===== src/rtl/fetch_seq_pkg.sv =====
package fetch_seq_pkg;

  // Strobes from control to the address datapath
  typedef struct packed {
    logic advance;   // a fetch happens this cycle
    logic redirect;  // next fetch comes from the branch target
  } fetchStrobe_t;

endpackage


===== src/rtl/fetch_seq_ctrl.sv =====
module fetch_seq_ctrl
  import fetch_seq_pkg::*;
(
  input  logic         clk,
  input  logic         rst,
  input  logic         idBranch,
  input  logic         idDelayed,
  input  logic         idCondTrue,
  output fetchStrobe_t strobe,
  output logic         fetchValid,
  output logic         idValid,
  output logic         idCancel,
  output logic         errNested
);

  logic inSlot;       // decode holds the slot of a delayed branch
  logic live;         // decode holds an instruction that will complete
  logic acting;       // a legal branch is being resolved
  logic takeNow;

  assign live      = idValid && !idCancel;
  assign acting    = live && idBranch && !inSlot;
  assign errNested = live && idBranch && inSlot;
  assign takeNow   = acting && idCondTrue;

  always_comb begin
    strobe          = '0;
    strobe.advance  = fetchValid;
    strobe.redirect = takeNow;
  end

  always_ff @(posedge clk) begin
    if (rst) begin
      fetchValid <= 1'b0;
      idValid    <= 1'b0;
      idCancel   <= 1'b0;
      inSlot     <= 1'b0;
    end else begin
      fetchValid <= 1'b1;
      idValid    <= fetchValid;
      idCancel   <= takeNow && !idDelayed;
      inSlot     <= acting && idDelayed;
    end
  end

  AST_SLOT_KEPT: assert property (@(posedge clk) disable iff (rst)
    (live && idBranch && idDelayed && !errNested) |=> !idCancel);

  AST_CANCEL_ONE_CYCLE: assert property (@(posedge clk) disable iff (rst)
    idCancel |=> !idCancel);

  AST_CANCEL_CAUSE: assert property (@(posedge clk) disable iff (rst)
    idCancel |-> $past(idBranch && !idDelayed && idCondTrue));

  AST_NESTED_NO_CANCEL: assert property (@(posedge clk) disable iff (rst)
    errNested |=> !idCancel);

  AST_NOT_TAKEN_NO_CANCEL: assert property (@(posedge clk) disable iff (rst)
    (live && idBranch && !idCondTrue) |=> !idCancel);

endmodule


===== src/rtl/fetch_seq_dp.sv =====
module fetch_seq_dp
  import fetch_seq_pkg::*;
#(
  parameter int              ADDR_W       = 32,
  parameter logic [ADDR_W-1:0] RESET_VECTOR = 32'h0000_0100,
  parameter int              PC_STEP      = 2
) (
  input  logic              clk,
  input  logic              rst,
  input  fetchStrobe_t      strobe,
  input  logic [ADDR_W-1:0] idTarget,
  output logic [ADDR_W-1:0] pc,
  output logic [ADDR_W-1:0] idAddr
);

  localparam logic [ADDR_W-1:0] STEP = ADDR_W'(PC_STEP);

  logic [ADDR_W-1:0] pcNext;

  always_comb begin
    if (strobe.redirect)     pcNext = idTarget;
    else if (strobe.advance) pcNext = pc + STEP;
    else                     pcNext = pc;
  end

  always_ff @(posedge clk) begin
    if (rst) begin
      pc     <= RESET_VECTOR;
      idAddr <= '0;
    end else begin
      pc <= pcNext;
      if (strobe.advance) idAddr <= pc;
    end
  end

  AST_REDIRECT_TARGET: assert property (@(posedge clk) disable iff (rst)
    strobe.redirect |=> (pc == $past(idTarget)));

  AST_SEQ_STEP: assert property (@(posedge clk) disable iff (rst)
    (strobe.advance && !strobe.redirect) |=> (pc == $past(pc) + STEP));

  AST_ID_FOLLOWS_FETCH: assert property (@(posedge clk) disable iff (rst)
    strobe.advance |=> (idAddr == $past(pc)));

endmodule


===== src/rtl/fetch_sequencer.sv =====
module fetch_sequencer
  import fetch_seq_pkg::*;
#(
  parameter int                ADDR_W       = 32,
  parameter logic [ADDR_W-1:0] RESET_VECTOR = 32'h0000_0100,
  parameter int                PC_STEP      = 2
) (
  input  logic              clk,
  input  logic              rst,
  input  logic              idBranch,
  input  logic              idDelayed,
  input  logic              idCondTrue,
  input  logic [ADDR_W-1:0] idTarget,
  output logic [ADDR_W-1:0] fetchAddr,
  output logic              fetchValid,
  output logic [ADDR_W-1:0] idAddr,
  output logic              idValid,
  output logic              idCancel,
  output logic              errNestedBranch
);

  fetchStrobe_t strobe;

  fetch_seq_ctrl i_ctrl (
    .clk        (clk),
    .rst        (rst),
    .idBranch   (idBranch),
    .idDelayed  (idDelayed),
    .idCondTrue (idCondTrue),
    .strobe     (strobe),
    .fetchValid (fetchValid),
    .idValid    (idValid),
    .idCancel   (idCancel),
    .errNested  (errNestedBranch)
  );

  fetch_seq_dp #(
    .ADDR_W       (ADDR_W),
    .RESET_VECTOR (RESET_VECTOR),
    .PC_STEP      (PC_STEP)
  ) i_dp (
    .clk      (clk),
    .rst      (rst),
    .strobe   (strobe),
    .idTarget (idTarget),
    .pc       (fetchAddr),
    .idAddr   (idAddr)
  );

  AST_NESTED_NO_REDIRECT: assert property (@(posedge clk) disable iff (rst)
    errNestedBranch |=> (fetchAddr == $past(fetchAddr) + ADDR_W'(PC_STEP)));

endmodule


===== config.mk =====
export PLATFORM = sky130hd
export DESIGN_NAME = fetch_sequencer
export DESIGN_NICKNAME = d
export VERILOG_FILES = /design/src/rtl/fetch_seq_pkg.sv /design/src/rtl/fetch_seq_ctrl.sv /design/src/rtl/fetch_seq_dp.sv /design/src/rtl/fetch_sequencer.sv
export SDC_FILE = /design/constraint.sdc
export NUM_CORES = 1
export LEC_CHECK = 0
export CAP_MARGIN = 20
export CORE_MARGIN = 2
export CORE_UTILIZATION = 49
export DETAILED_ROUTE_END_ITERATION = 12
export PLACE_DENSITY = 0.86
export SLEW_MARGIN = 20
export SYNTH_ARGS = -nofsm -noshare
export SYNTH_HDL_FRONTEND = slang
export SYNTH_SLANG_ARGS = --single-unit

===== constraint.sdc =====
create_clock -name clk -period 2.7 [get_ports clk]
set_input_delay 0.54 -clock clk [delete_from_list [all_inputs] [get_ports clk]]
set_output_delay 0.54 -clock clk [all_outputs]
set_load 0.01 [all_outputs]

==> impl_metrics.json, run 1 <==
{
  "place_area_um2": 4100,
  "post_cts_buffers": 0,
  "path_delay_family": "buffers and inverters",
  "outcome": "finished, final reports clean",
  "antenna_left": 0,
  "highest_layer": "met4",
  "fin_skew_ns": 0.0101,
  "root_buffer": "clkbuf_8",
  "final_cell_area_um2": 4320,
  "antenna_found_initial": 0,
  "synth_ff_type": "dfxtp_1",
  "hold_buffers": 0,
  "worstHoldPathType": "reg -> reg",
  "clock_sinks": 68,
  "initial_core_util": 0.509,
  "cts_resized": 0,
  "fill_cells": 425,
  "final_cell_mix": "clkdlybuf4s50_1 (103), dfxtp_1 (67), nor2_1 (62), mux2i_1 (35), a211oi_1 (21)",
  "path_cells": "clkdlybuf4s50_1, and4b_1, clkdlybuf4s50_1",
  "cts_tree": "built",
  "crit_top_cell": "clkdlybuf4s50_1",
  "layout-drive-gt1-share": 0.0967,
  "nNetsFinal": 457,
  "cp.arrival_ns": 1.71,
  "numCtsBuffers": 9,
  "ios": 105,
  "yosys_warnings": 0,
  "worstPathRequired_ns": 2.16,
  "crit_slowest_cell": "clkdlybuf4s50_1",
  "fin_hold_ws_ns": 0.498,
  "vias_per_cell": 5.31,
  "dieArea_um2": 6790,
  "layout_commonest_cell": "clkdlybuf4s50_1",
  "worst_slew_margin_rel": 0.577,
  "synth.distinct_cells": 39,
  "final_core_util": 0.730,
  "dp_slack_ns": 0.239,
  "num_vias": 2649,
  "rsz0062_at_grt": "false",
  "worst-r2r-cell-count": 4,
  "critical_path_class": "in -> out",
  "gp_congestion": 0.778,
  "setup_viol": 0,
  "synthCells": 318,
  "overflow": 0,
  "clk_pin_slew_worst_paths_ns": 0.08,
  "antenna_cells": 0,
  "htree_levels": 3,
  "finalHoldViolCount": 0,
  "pwr-share-comb": 0.101,
  "drt-met1-wl_um": 3440,
  "grt_pass1_wl_um": 12000,
  "wl_met2_um": 3570,
  "grtUsageTotal": 0.233,
  "dr_wl_met3_um": 574,
  "timing.fmax_mhz": 444,
  "hold_depth": 2,
  "critical_path_depth": 3,
  "drc": 0,
  "syn_area_um2": 3010,
  "seq_area_frac_synth": 0.452,
  "dieWidth_um": 82.4,
  "maxCapViolCount": 0,
  "start_kind": "primary input",
  "drt_iter0_markers": 185,
  "powerDensity_nw_per_um2": 516,
  "slew_viol_final": 0,
  "insertion_delay_ns": 0.34,
  "p_leak_nw": 1.62,
  "die-height_um": 82.4,
  "async_flop_share": 0,
  "synth.avg_cell_area_um2": 9.48,
  "drt_wl_total_um": 7720,
  "power_frac_seq": 0.478,
  "path_max_fanout": 2,
  "fin_crit_ns": 2.25,
  "first_global_vias": 2517,
  "routedWlPerCell_um": 15.5,
  "grt_max_degree": 27,
  "tightest_slew_ns": 0.633,
  "fin_setup_tns_ns": 0,
  "min_period_over_period": 0.834,
  "dp_hpwl_um": 5370,
  "end_kind": "output port",
  "cp_num_buf_inv": 2,
  "port_buffers": 104,
  "synth_edf_count": 0,
  "core_um2": 5920,
  "intPower_mw": 1.71,
  "switching_share": 0.234,
  "fin_ws_ns": 0.449,
  "synthesis.nets": 356,
  "num_rows": 28,
  "vdd_ir_drop_max_mv": 0.319,
  "p_switching_uw": 522,
  "area_growth_pct": 43.4,
  "synth_seq_cells": 68,
  "first_pass_iters": 4,
  "clockBufferDepth": 2,
  "max_stage_delay_ns": 0.53,
  "p_clk_frac": 0.421
}
==> area by class of cell <==
class	count	area [um^2]	area share
inverter	4	15.0	0.00347
tap	75	93.8	0.0217
multi-input combinational	226	1540	0.357
sequential	68	1360	0.315
timing repair buffer	110	1080	0.250
clock inverter	6	87.6	0.0203
clock buffer	10	138	0.0318
==> cell usage after synthesis (2+ instances only) <==
cell       n  area share
nand2_1   18       0.022
and4_1     2      0.0058
nand4_4    2       0.014
a211oi_1  21       0.052
nor2_1    62       0.077
nor3_2     5       0.017
o21ai_1    3      0.0050
inv_1      4      0.0050
a311oi_1   3      0.0087
buf_1      3      0.0037
and2_1     3      0.0062
o21ai_0    8       0.013
xnor2_1   19       0.055
buf_2      2      0.0033
mux2i_1   35        0.12
dfxtp_1   68        0.45
nand3_1    8       0.013
clkbuf_1  12       0.015
or3_1      3      0.0062
xor2_1     6       0.017
nor4_2     5       0.021
and3_1     5       0.010
nand4_1    4      0.0083
buf_6      2      0.0075
==> path summary, 6_finish.rpt <==
kind	start	endpoint	slack, ns
setup / recovery	idBranch	errNestedBranch	0.45
hold / removal	i_dp.idAddr[7]$_SDFFE_PP0P_	i_dp.idAddr[7]$_SDFFE_PP0P_	0.50
setup reg to reg	i_dp.pc[1]$_SDFFE_PP0P_	i_dp.pc[18]$_SDFFE_PP0P_	0.51
hold reg to reg	i_dp.idAddr[7]$_SDFFE_PP0P_	i_dp.idAddr[7]$_SDFFE_PP0P_	0.50
==> worst min-delay path, cell delays in order, from the launching register on <==
cell and delay, ns:
dfxtp_1 0.33, mux2i_1 0.06, nor2_1 0.07
==> layer usage <==
| metal | up-vias | global-route usage |
|---|---|---|
| met1 | 1222 | 0.293 |
| met3 | 13 | 0.0630 |
| met4 | 0 | 0.107 |
| met5 | - | 0 |
| met2 | 99 | 0.371 |
| li1 | 1315 | - |
==> cells by family after synthesis <==
kind of cell | after synthesis | synth area share
compound gates | 38 | 0.0855
xor+xnor | 25 | 0.0726
mux | 35 | 0.116
simple gates | 127 | 0.233
buf+inv | 24 | 0.0369
flops | 68 | 0.452
fa+ha+maj | 1 | 0.00415
==> state kept, by name, summed over array words and instances (netlist names) <==
| signal | cells |
|---|---|
| i_ctrl.idValid | 1 |
| i_ctrl.inSlot | 1 |
| i_dp.pc | 32 |
| i_dp.idAddr | 32 |
| i_ctrl.fetchValid | 1 |
| i_ctrl.idCancel | 1 |
==> per-stage QoR <==
stage | power (mW) | instances
2_1_floorplan | 1.18 | 318
3_3_place_gp | 1.31 | 483
3_5_place_dp | 1.31 | 483
4_1_cts | 2.25 | 499
5_1_grt | 2.31 | 499
6_report | 2.23 | 499
==> power by group through the flow <==
| stage | logic [mW] | registers [mW] | clock network, mW |
|---|---|---|---|
| final | 0.225 | 1.07 | 0.939 |
| after global routing | 0.242 | 1.07 | 0.996 |
| after CTS | 0.226 | 1.07 | 0.953 |
| after detailed placement | 0.224 | 1.09 | 0 |
| after global placement | 0.221 | 1.09 | 0 |
| after floorplan | 0.0849 | 1.10 | 0 |
Power figures use the tool's default switching activity.
==> inputs of run 2 (changes only) <==
--- a/config.mk
+++ b/config.mk
@@ -7,9 +7,9 @@
 export LEC_CHECK = 0
 export CAP_MARGIN = 20
 export CORE_MARGIN = 2
-export CORE_UTILIZATION = 49
+export CORE_UTILIZATION = 45
 export DETAILED_ROUTE_END_ITERATION = 12
-export PLACE_DENSITY = 0.86
+export PLACE_DENSITY = 0.8
 export SLEW_MARGIN = 20
 export SYNTH_ARGS = -nofsm -noshare
 export SYNTH_HDL_FRONTEND = slang
==> constraint.sdc (replaced) <==
create_clock -name clk -period 2.1 [get_ports clk]
set_input_delay 0.42 -clock clk [delete_from_list [all_inputs] [get_ports clk]]
set_output_delay 0.42 -clock clk [all_outputs]
set_load 0.01 [all_outputs]
==> run 2 against run 1 <==
- the flow now finishes with violations (DRC)
- global-route usage shrank 2.0 points
- critical path depth stayed put
- design area is 3.3% higher
- sequential power rose by 27%
- worst hold slack got worse by 0.0042 ns
- worst setup slack got worse by 0.36 ns
- via count increased by 1.8%
- clock skew is 0.0031 ns lower
- sequential share of layout area decreased by 1.0 points
- clock-buffer cell count decreased by 1
- routed wire length decreased by 2.4%
- critical endpoint unchanged
- largest power group unchanged
==> impl_metrics.json, run 2 (synthesized netlist as in run 1, its figures left out) <==
{
  "outcome": "finished with violations",
  "violations": "DRC",
  "htree_levels": 3,
  "drt_wl_total_um": 7540,
  "clk_pin_slew_worst_paths_ns": 0.07,
  "timing.fmax_mhz": 497,
  "grtUsageTotal": 0.213,
  "finalPower_mw": 2.96,
  "fill_cells": 496,
  "grt_max_degree": 26,
  "cp.arrival_ns": 1.59,
  "gp_congestion": 0.786,
  "critical_path_class": "in -> out",
  "core_um2": 6420,
  "dp_hpwl_um": 5410,
  "tightest_slew_ns": 0.455,
  "r2r_end": "i_dp.pc[13]$_SDFFE_PP0P_",
  "clock_sinks": 68,
  "setup_viol": 0,
  "vias_per_cell": 5.21,
  "die-height_um": 85.8,
  "num_vias": 2696,
  "layout_commonest_cell": "clkdlybuf4s50_1",
  "rrSetupSlack_ns": 0.14,
  "antenna_found_initial": 0,
  "overflow": 0,
  "r2r-start": "i_dp.pc[1]$_SDFFE_PP0P_",
  "layout-drive-gt1-share": 0.132,
  "num_rows": 29,
  "final_cell_area_um2": 4460,
  "fin_crit_ns": 2.01,
  "fin_skew_ns": 0.00706,
  "numCtsBuffers": 9,
  "place_area_um2": 4220,
  "min-delay-start": "i_dp.idAddr[31]$_SDFFE_PP0P_",
  "antenna_cells": 0,
  "drc": 9,
  "root_buffer": "clkbuf_8",
  "grt_pass1_wl_um": 12400,
  "initial_core_util": 0.469,
  "port_buffers": 104,
  "min_delay_worst_endpoint": "i_dp.idAddr[31]$_SDFFE_PP0P_",
  "nNetsFinal": 473,
  "p_leak_nw": 1.70,
  "dieArea_um2": 7370,
  "worstHoldPathType": "reg -> reg",
  "area_growth_pct": 48.1,
  "first_global_vias": 2670,
  "maxCapViolCount": 0,
  "multi_input_comb_area_um2": 1550,
  "dieWidth_um": 85.8,
  "start_kind": "primary input",
  "seq_area_um2": 1360,
  "cts_tree": "built",
  "drt_iter0_markers": 122,
  "worst-r2r-cell-count": 7,
  "first_pass_iters": 8,
  "ios": 105,
  "powerDensity_nw_per_um2": 662,
  "final_cell_mix": "clkdlybuf4s50_1 (103), dfxtp_1 (67), nor2_1 (62), mux2i_1 (35), buf_4 (22)",
  "finalHoldViolCount": 0,
  "rsz0062_at_grt": "false",
  "crit_start": "idBranch",
  "hold_depth": 2,
  "slew_viol_final": 0,
  "path_max_fanout": 2,
  "vdd_ir_drop_max_mv": 0.446,
  "end_kind": "output port",
  "top_regs": "i_dp.idAddr: 32 flops, i_dp.pc: 32 flops",
  "final_core_util": 0.695,
  "worst_slew_margin_rel": 0.697,
  "worstPathRequired_ns": 1.68,
  "fin_setup_tns_ns": 0,
  "insertion_delay_ns": 0.34,
  "clockBufferDepth": 2,
  "routedWlPerCell_um": 14.6,
  "min_period_over_period": 0.957,
  "antenna_left": 0
}
==> run 2: area by class of cell <==
type,count,share of cell area
Clock buffer,9,0.0277
Clock inverter,7,0.0258
Multi-Input combinational cell,226,0.347
Tap cell,77,0.0216
Timing Repair Buffer,126,0.269
Sequential cell,68,0.305
Inverter,4,0.00336
==> run 2: repair_timing <==
action,CTS,global route
resized for setup,0,1
buffers inserted,0,0
hold buffers,0,0
setup endpoints to repair,0,1
==> run 2: power by group <==
group          switching (mW)  internal, mW  total [mW]
sequential             0.0374          1.33        1.36
clock                   0.502         0.784        1.29
combinational           0.126         0.182       0.308
==> run 2: worst max-delay path, stage by stage <==
cell,delay [ns]
clkdlybuf4s50_1,0.46
and4b_1,0.18
clkdlybuf4s50_1,0.53
==> run 2: metrics by stage <==
stage                     setup WS, ns  hold WS [ns]  instances
after floorplan                  0.346         0.499        318
after global placement          0.0879         0.472        501
after detailed placement        0.0610         0.482        501
after CTS                       0.0834         0.493        517
after global routing            0.0106         0.495        517
final                           0.0893         0.494        517
==> run 2: worst max path at each step <==
stage,to,cells after the start
floorplan,i_dp.pc[31]$_SDFFE_PP0P_,7
global placement,errNestedBranch,3
detailed placement,i_dp.pc[25]$_SDFFE_PP0P_,8
CTS,errNestedBranch,3
global route,i_dp.pc[13]$_SDFFE_PP0P_,7
finish,errNestedBranch,3
==> run 2: layer usage <==
layer,GRT usage,vias up,part of all wire
met1,0.269,1261,0.46
met5,0,-,0
met4,0.0693,0,0.013
li1,-,1345,-
met3,0.0780,10,0.067
met2,0.339,80,0.46
==> inputs of run 3 (changes only) <==
==> constraint.sdc (replaced) <==
create_clock -name clk -period 1.9 [get_ports clk]
set_input_delay 0.38 -clock clk [delete_from_list [all_inputs] [get_ports clk]]
set_output_delay 0.38 -clock clk [all_outputs]
set_load 0.01 [all_outputs]
==> run 3 against run 2 <==
- the flow still finishes with violations (DRC)
- clock-buffer cell count increased by 2
- first-iteration DRC count fell by 25%
- critical path depth is 3 higher
- global-route usage grew 1.3 points
- clock power grew 18%
- sequential share of layout area decreased by 0.96 points
- routed wire length increased by 8.4%
- core utilization rose by 2.3 points
- design area up 3.3%
- die area did not move
- clock skew is 0.0071 ns higher
==> impl_metrics.json, run 3 (synthesized netlist as in run 1, its figures left out) <==
{
  "max_stage_delay_ns": 0.34,
  "gp_congestion": 0.803,
  "final_cell_mix": "clkdlybuf4s50_1 (101), dfxtp_1 (66), nor2_1 (62), buf_4 (36), mux2i_1 (35)",
  "top_regs": "i_dp.idAddr: 32 flops, i_dp.pc: 32 flops",
  "initial_core_util": 0.469,
  "grt_max_degree": 25,
  "place_area_um2": 4290,
  "placedCellCount": 511,
  "fin_hold_ws_ns": 0.393,
  "layout_commonest_cell": "clkdlybuf4s50_1",
  "final_core_util": 0.718,
  "power_frac_seq": 0.443,
  "die-height_um": 85.8,
  "fin_crit_ns": 1.81,
  "switching_share": 0.223,
  "crit_top_cell": "buf_4",
  "end_kind": "flop",
  "vdd_ir_drop_max_mv": 0.449,
  "ios": 105,
  "p_leak_nw": 1.80,
  "antenna_left": 0,
  "nNetsFinal": 488,
  "insertion_delay_ns": 0.35,
  "clockBufferDepth": 2,
  "dieWidth_um": 85.8,
  "outcome": "finished with violations",
  "r2r-start": "i_dp.pc[1]$_SDFFE_PP0P_",
  "first_pass_iters": 11,
  "fin_skew_ns": 0.0142,
  "area_growth_pct": 53.1,
  "p_clk_frac": 0.449,
  "numCtsBuffers": 9,
  "min_delay_worst_endpoint": "i_dp.idAddr[5]$_SDFFE_PP0P_",
  "powerDensity_nw_per_um2": 734,
  "worst-r2r-cell-count": 6,
  "worstHoldPathType": "in -> reg",
  "tightest_slew_ns": 0.330,
  "finalHoldViolCount": 0,
  "clk_pin_slew_worst_paths_ns": 0.08,
  "fin_setup_tns_ns": 0,
  "stdcell_count": 532,
  "grtUsageTotal": 0.226,
  "crit_slowest_cell": "dfxtp_1",
  "dp_slack_ns": -0.154,
  "dp_hpwl_um": 5860,
  "overflow": 0,
  "port_buffers": 104,
  "path_max_fanout": 7,
  "min_period_over_period": 0.951,
  "intPower_mw": 2.63,
  "drc": 9,
  "num_rows": 29,
  "num_vias": 2788,
  "worst_slew_margin_rel": 0.780,
  "timing.fmax_mhz": 554,
  "root_buffer": "clkbuf_8",
  "hold_buffers": 0,
  "htree_levels": 3,
  "r2r_end": "i_dp.pc[18]$_SDFFE_PP0P_",
  "slew_viol_final": 0,
  "hold_depth": 2,
  "fin_ws_ns": 0.0935,
  "maxCapViolCount": 0,
  "final_cell_area_um2": 4610,
  "antenna_cells": 0,
  "p_switching_uw": 756,
  "rrSetupSlack_ns": 0.09,
  "min-delay-start": "rst",
  "violations": "DRC",
  "cts_tree": "built",
  "finalPower_mw": 3.39,
  "layout-drive-gt1-share": 0.165,
  "drt_wl_total_um": 8170,
  "drt_iter0_markers": 91,
  "clock_sinks": 68,
  "setup_viol": 0,
  "cp.arrival_ns": 2.07,
  "pwr-share-comb": 0.108,
  "dieArea_um2": 7370,
  "antenna_found_initial": 0,
  "first_global_vias": 2718,
  "routedWlPerCell_um": 15.4,
  "critical_path_class": "reg -> reg",
  "grt_pass1_wl_um": 13000,
  "worstPathRequired_ns": 2.16,
  "vias_per_cell": 5.24,
  "start_kind": "flop",
  "path_cells": "buf_4, and3_1, nand4_1, buf_4, or3_1, a311oi_1",
  "core_um2": 6420
}
run 3: cell count changes in the layout (fill, tap and decap cells not counted), sizes merged, moves of 2 or more:
| cell | delta |
|---|---|
| clkdlybuf4s50 | -2 |
| clkinv | -2 |
| clkbuf | +2 |
| buf | +15 |
run 3: final cells by class:
class | count | area [um^2]
tap | 77 | 96.3
inverter | 4 | 15.0
timing repair buffer | 141 | 1330
fill | 487 | 1810
clock buffer | 11 | 151
multi-input combinational | 226 | 1550
clock inverter | 5 | 106
sequential | 68 | 1360
run 3: what timing repair did:
action / CTS / global route
endpoints found under the setup margin: 2 / 6
setup buffers: 0 / 5
gates resized for setup: 3 / 5
run 3: power groups by stage:
| stage | combinational [mW] | sequential [mW] | clock [mW] |
|---|---|---|---|
| after floorplan | 0.121 | 1.56 | 0 |
| after global placement | 0.358 | 1.53 | 0 |
| after detailed placement | 0.363 | 1.53 | 0 |
| after CTS | 0.368 | 1.50 | 1.53 |
| after global routing | 0.394 | 1.51 | 1.61 |
| final | 0.367 | 1.50 | 1.52 |
run 3: critical path, delay by kind of cell (launching register included):
family	cells	cell delay (ns)
buffers and inverters	2	0.35
AO/OA/AOI/OAI	1	0.24
flip-flops	1	0.34
AND/OR/NAND/NOR	3	0.79
run 3: how the worst max path moves through the flow:
stage | from | to | cells after the start
2_1_floorplan | i_dp.pc[1]$_SDFFE_PP0P_ | i_dp.pc[31]$_SDFFE_PP0P_ | 7
3_3_place_gp | idBranch | i_dp.pc[25]$_SDFFE_PP0P_ | 8
3_5_place_dp | idBranch | i_dp.pc[0]$_SDFFE_PP0P_ | 7
4_1_cts | i_ctrl.fetchValid$_DFF_P_ | fetchValid | 2
5_1_grt | i_dp.pc[2]$_SDFFE_PP0P_ | i_dp.pc[18]$_SDFFE_PP0P_ | 6
6_report | i_dp.pc[1]$_SDFFE_PP0P_ | i_dp.pc[18]$_SDFFE_PP0P_ | 6
run 3: routing by layer:
metal	up-vias	track usage	routed length (um)
met1	1316	0.269	3390
met4	0	0.115	187
met2	86	0.378	4070
met5	-	0	0
li1	1372	-	-
met3	14	0.0539	518
